[config.mk]
export PLATFORM = sky130hd
export DESIGN_NAME = coupled_concat_encoder
export DESIGN_NICKNAME = d
export VERILOG_FILES = /design/src/rtl/ccenc_pkg.sv /design/src/rtl/rsc_chain.sv /design/src/rtl/perm_net.sv /design/src/rtl/slice_delay.sv /design/src/rtl/coupled_concat_encoder.sv
export SDC_FILE = /design/constraint.sdc
export NUM_CORES = 1
export LEC_CHECK = 0
export BUFFER_PORTS_ARGS = -buffer_cell sky130_fd_sc_hd__buf_2
export CAP_MARGIN = 10
export CORE_ASPECT_RATIO = 0.5
export CORE_MARGIN = 5
export CORE_UTILIZATION = 35
export DETAILED_ROUTE_END_ITERATION = 16
export HOLD_SLACK_MARGIN = 0.06
export REMOVE_ABC_BUFFERS = 1
export SYNTH_ARGS = -nofsm -noshare
export SYNTH_HDL_FRONTEND = slang
export SYNTH_SLANG_ARGS = --single-unit
[constraint.sdc]
create_clock -name clk -period 3.9 [get_ports clk]
set_clock_uncertainty 0.05 [all_clocks]
set_input_delay 0.585 -clock clk [delete_from_list [all_inputs] [get_ports clk]]
set_output_delay 0.585 -clock clk [all_outputs]
set_load 0.01 [all_outputs]
[src/rtl/ccenc_pkg.sv]
package ccenc_pkg;

  // Trellis state of a two-delay recursive encoder: s1 newest, s2 oldest.
  typedef struct packed {
    logic s2;
    logic s1;
  } trellis_t;

  // Source index of an affine permutation over n positions.
  function automatic int perm_idx(input int i, input int mul, input int add, input int n);
    return (mul * i + add) % n;
  endfunction

  // Feedback 1+D+D^2, feedforward 1+D^2.
  function automatic logic rsc_fb(input trellis_t s, input logic u);
    return u ^ s.s1 ^ s.s2;
  endfunction

  function automatic logic rsc_par(input trellis_t s, input logic u);
    return rsc_fb(s, u) ^ s.s2;
  endfunction

  function automatic trellis_t rsc_next(input trellis_t s, input logic u);
    trellis_t n;
    n.s1 = rsc_fb(s, u);
    n.s2 = s.s1;
    return n;
  endfunction

endpackage

[src/rtl/rsc_chain.sv]
module rsc_chain
  import ccenc_pkg::*;
#(
  parameter int N = 16
) (
  input  trellis_t       st_i,
  input  logic [N-1:0]   bits_i,
  output logic [N-1:0]   par_o,
  output trellis_t       st_o
);

  // Whole block in one cycle: the trellis is unrolled over N bit steps.
  always_comb begin
    trellis_t s;
    s = st_i;
    for (int i = 0; i < N; i++) begin
      par_o[i] = rsc_par(s, bits_i[i]);
      s = rsc_next(s, bits_i[i]);
    end
    st_o = s;
  end

endmodule

[src/rtl/perm_net.sv]
module perm_net
  import ccenc_pkg::*;
#(
  parameter int N   = 32,
  parameter int MUL = 5,
  parameter int ADD = 3
) (
  input  logic [N-1:0] d_i,
  output logic [N-1:0] d_o
);

  for (genvar i = 0; i < N; i++) begin : g_wire
    localparam int SRC = perm_idx(i, MUL, ADD, N);
    assign d_o[i] = d_i[SRC];
  end

endmodule

[src/rtl/slice_delay.sv]
module slice_delay #(
  parameter int S = 16,
  parameter int M = 1
) (
  input  logic           clk,
  input  logic           rst_n,
  input  logic           adv,
  input  logic [M*S-1:0] late_i,   // slices 1..M of the current block
  output logic [M*S-1:0] owed_o    // slot d-1: slice d of the block d steps back
);

  // Stage d keeps only slices d..M of the block d steps back (triangular store).
  function automatic int tri_off(input int d);
    int acc;
    acc = 0;
    for (int e = 1; e < d; e++) acc += (M + 1 - e) * S;
    return acc;
  endfunction

  localparam int TRI = tri_off(M + 1);

  logic [TRI-1:0] tri_q, tri_d;

  always_comb begin
    tri_d = tri_q;
    if (adv) begin
      for (int d = 1; d <= M; d++) begin
        for (int b = 0; b < (M + 1 - d) * S; b++) begin
          if (d == 1) tri_d[tri_off(d) + b] = late_i[b];
          else        tri_d[tri_off(d) + b] = tri_q[tri_off(d - 1) + S + b];
        end
      end
    end
  end

  always_ff @(posedge clk) begin
    if (!rst_n) tri_q <= '0;
    else        tri_q <= tri_d;
  end

  for (genvar d = 1; d <= M; d++) begin : g_tap
    localparam int OFF = tri_off(d);
    assign owed_o[(d-1)*S +: S] = tri_q[OFF +: S];
  end

endmodule

[src/rtl/coupled_concat_encoder.sv]
module coupled_concat_encoder
  import ccenc_pkg::*;
#(
  parameter int K      = 16,
  parameter int M      = 1,
  parameter int P1_MUL = 5,
  parameter int P1_ADD = 3,
  parameter int P2_MUL = 7,
  parameter int P2_ADD = 11
) (
  input  logic             clk,
  input  logic             rst_n,
  input  logic             in_valid,
  output logic             in_ready,
  input  logic [K-1:0]     in_data,
  output logic             out_valid,
  input  logic             out_ready,
  output logic [3*K-1:0]   out_data
);

  localparam int N  = 2 * K;
  localparam int S  = N / (M + 1);
  localparam int CW = 3 * K;

  if (M < 1 || (N % (M + 1)) != 0) begin : g_bad_cfg
    $error("coupled_concat_encoder: 2K must split into M+1 equal slices, M >= 1");
  end

  // Named events for the checker
  logic in_fire;
  logic out_fire;

  trellis_t outer_st, outer_nx;
  trellis_t inner_st, inner_nx;

  logic [K-1:0]   outer_par;
  logic [N-1:0]   mixed_w, perm1_w, inner_in, perm2_w, inner_par;
  logic [K-1:0]   punct;
  logic [M*S-1:0] owed;

  logic            out_valid_q;
  logic [CW-1:0]   out_data_q;

  assign in_ready = !out_valid_q || out_ready;
  assign in_fire  = in_valid && in_ready;
  assign out_fire = out_valid_q && out_ready;

  rsc_chain #(.N(K)) u_outer (
    .st_i  (outer_st),
    .bits_i(in_data),
    .par_o (outer_par),
    .st_o  (outer_nx)
  );

  assign mixed_w = {outer_par, in_data};

  perm_net #(.N(N), .MUL(P1_MUL), .ADD(P1_ADD)) u_perm1 (
    .d_i(mixed_w),
    .d_o(perm1_w)
  );

  slice_delay #(.S(S), .M(M)) u_delay (
    .clk   (clk),
    .rst_n (rst_n),
    .adv   (in_fire),
    .late_i(perm1_w[N-1:S]),
    .owed_o(owed)
  );

  assign inner_in = {owed, perm1_w[S-1:0]};

  perm_net #(.N(N), .MUL(P2_MUL), .ADD(P2_ADD)) u_perm2 (
    .d_i(inner_in),
    .d_o(perm2_w)
  );

  rsc_chain #(.N(N)) u_inner (
    .st_i  (inner_st),
    .bits_i(perm2_w),
    .par_o (inner_par),
    .st_o  (inner_nx)
  );

  for (genvar i = 0; i < K; i++) begin : g_punct
    assign punct[i] = inner_par[2*i];
  end

  always_ff @(posedge clk) begin
    if (!rst_n) begin
      out_valid_q <= 1'b0;
      out_data_q  <= '0;
      outer_st    <= '0;
      inner_st    <= '0;
    end else begin
      if (in_fire) begin
        out_valid_q <= 1'b1;
        out_data_q  <= {punct, outer_par, in_data};
        outer_st    <= outer_nx;
        inner_st    <= inner_nx;
      end else if (out_fire) begin
        out_valid_q <= 1'b0;
      end
    end
  end

  assign out_valid = out_valid_q;
  assign out_data  = out_data_q;

endmodule

==> results.sh <==
export IMPL_post_cts_resized=0
export IMPL_grt_pass1_vias=2306
export IMPL_grt_antenna_before_repair=0
export IMPL_drv_slew=0
export IMPL_antenna_left=0
export IMPL_peakVddDrop_mv=0.5334
export IMPL_max_freq_mhz=330.1
export IMPL_leakagePower_nw=1.645
export IMPL_power_net_switching_w=0.001491
export IMPL_clock_latency_ps=290
export IMPL_most_common_layout_cells="69 x buf_2, 66 x xnor2_1, 53 x dfxtp_1"
export IMPL_max_slew_worst_pin_slew_ps=915.6
export IMPL_placed_cells=504
export IMPL_status="complete, no violations"
export IMPL_final_common_cell="buf_2"
export IMPL_drc=0
export IMPL_area_growth_pct=16.86
export IMPL_crit_arrival_ps=3170
export IMPL_crit_fanout=4
export IMPL_fin_tns_setup_ps=0
export IMPL_postSynthCellCount=341
export IMPL_clockPowerShare=0.115
export IMPL_clk_path_buf_depth=2
export IMPL_postSynthAreaPerCell_um2=9.360
export IMPL_final_nets=414
export IMPL_initial_core_util=0.3628
export IMPL_combPwrFrac=0.683
export IMPL_n_antenna_cell=0
export IMPL_sw_frac_of_total=0.3907
export IMPL_max_slew_margin=0.3889
export IMPL_power_density_mw_per_mm2=1023
export IMPL_path_clk_slew_ps=60
export IMPL_grt_first_pass_wirelength_um=12770
export IMPL_clock_sinks=53
export IMPL_die_area_mm2=0.01125
export IMPL_wl_per_cell_um=15.09
export IMPL_rows=24
export IMPL_setup_viol=0
export IMPL_reg2reg_from="inner_st[0]"
export IMPL_intPower_w=0.002325
export IMPL_postCtsSetupBuffers=0
export IMPL_cp_data_required_time_ps=4040
export IMPL_synth_warnings=0
export IMPL_max_cap_violations=0
export IMPL_stdcell_area_mm2=0.003730
export IMPL_postCtsHoldBufs=0
export IMPL_critPathLaunchType="flip-flop"
export IMPL_io_pins=70
export IMPL_numCtsBuffers=5
export IMPL_root_buffer="clkbuf_16"
export IMPL_grtUsageTotal=0.1389
export IMPL_dp_final_hpwl_um=5874
export IMPL_port_buffers=69
export IMPL_drt_pass1_iterations=4
export IMPL_crit_type="flip-flop to flip-flop"
export IMPL_via_per_inst=4.587
export IMPL_place_gp_congestion=0.8364
export IMPL_rsz0062_at_grt="false"
export IMPL_final_cells=511
export IMPL_drt_iter0_markers=125
export IMPL_critPathLaunch="inner_st[0]"
export IMPL_grt_max_degree=41
export IMPL_ys_seq_area_frac=0.3324
export IMPL_finalCritPeriodShare=0.7767
export IMPL_fp_dieW_um=145.1
export IMPL_vias=2344
export IMPL_critPathCaptureType="flip-flop"
export IMPL_core_mm2=0.008798
export IMPL_wl_um=7710
export IMPL_hold_violations=0
export IMPL_grt_ovfl_total=0
export IMPL_power_frac_seq=0.201
export IMPL_final_min_clock_period_ps=3029
export IMPL_synth_seq_cells=53
export IMPL_yosysUniqueCellTypes=28
export IMPL_dpl_cell_area_mm2=0.003587
export IMPL_min_from="out_data[37]"
export IMPL_drive_above_1_share=0.2335
export IMPL_hp_class="flip-flop to flip-flop"
export IMPL_die_y_um=77.53
export IMPL_cts_tree="done"
export IMPL_netlist_area_mm2=0.003192
export IMPL_cts_max_level=2
## cell usage after synthesis, drive strengths merged
master | instances | share of area
buf | 10 | 0.019
xor2 | 31 | 0.085
xnor3 | 16 | 0.11
clkbuf | 16 | 0.019
inv | 2 | 0.0024
dfxtp | 53 | 0.33
nand3 | 1 | 0.0016
o41ai | 1 | 0.0051
o21ai | 4 | 0.0063
a211oi | 19 | 0.046
nand3b | 1 | 0.0024
nor2 | 29 | 0.034
nand2b | 1 | 0.0020
xnor2 | 70 | 0.21
nand2 | 52 | 0.061
a21oi | 29 | 0.045
nor3 | 1 | 0.0016
xor3 | 1 | 0.0078
and2 | 3 | 0.0067
o21a | 1 | 0.0024
## routing by layer
metal	vias up	wire length (um)	GRT usage
met3	6	420	0.03376
met5	-	0	0
met4	0	70	0.02793
li1	1212	-	-
met2	48	3322	0.2151
met1	1078	3896	0.1983
## critical path, cell delays in order, from the launching register on
cell and delay [ps]:
dfxtp_1 440, xor3_2 520, xnor3_1 430, xnor3_2 470, xnor3_2 490, xor2_1 200, nor2_1 70, o41ai_2 260
## layout make-up
| type | instances | area (um^2) |
|---|---|---|
| fillers | 878 | 5069 |
| multi-input cells | 260 | 2004 |
| flip-flops and latches | 53 | 1061 |
| repair buffers | 72 | 367.9 |
| well taps | 117 | 146.4 |
| clock buffers | 7 | 142.6 |
| inverters | 2 | 7.507 |
## metrics by stage
step	total power, W	hold WS, ps	worst slack [ps]	utilization
global placement	0.003389	388.7	721.4	0.4077
global route	0.004105	416.8	713.2	0.4239
floorplan	0.002928	426.1	1026	-
finish	0.003817	398.1	870.8	0.4239
CTS	0.003861	403.0	830.5	0.4239
detailed placement	0.003396	393.3	665.9	0.4077
## registers in the layout (all words and copies together) (netlist names)
name	cells
outer_st	2
out_data	48
inner_st	2
out_valid	1
## cell families (layout without fill, tap and decap cells)
logic type	Yosys count	count (layout)	synth area share
AOI/OAI and AO/OA	54	54	0.1054
buffers and inverters	28	81	0.03999
DFF	53	53	0.3324
xor gates and xnor gates	118	118	0.4128
and+or+nand+nor	88	88	0.1094
## power groups by stage
stage,sequential (W),combinational (W),clock [W]
final,0.000768,0.00261,0.000440
after global routing,0.000787,0.00284,0.000479
after CTS,0.000770,0.00264,0.000456
after detailed placement,0.000781,0.00262,0
after global placement,0.000780,0.00261,0
after floorplan,0.000809,0.00212,0
## path summary, 6_finish.rpt
kind	depth (start not counted)	to	slack, ps
worst min-delay path	2	out_data[37]	400
worst min register to register	2	out_data[37]	400
worst max register to register	7	out_data[46]	870
worst max-delay path	7	out_data[46]	870
Note: power is estimated with default switching activity, not from simulation.
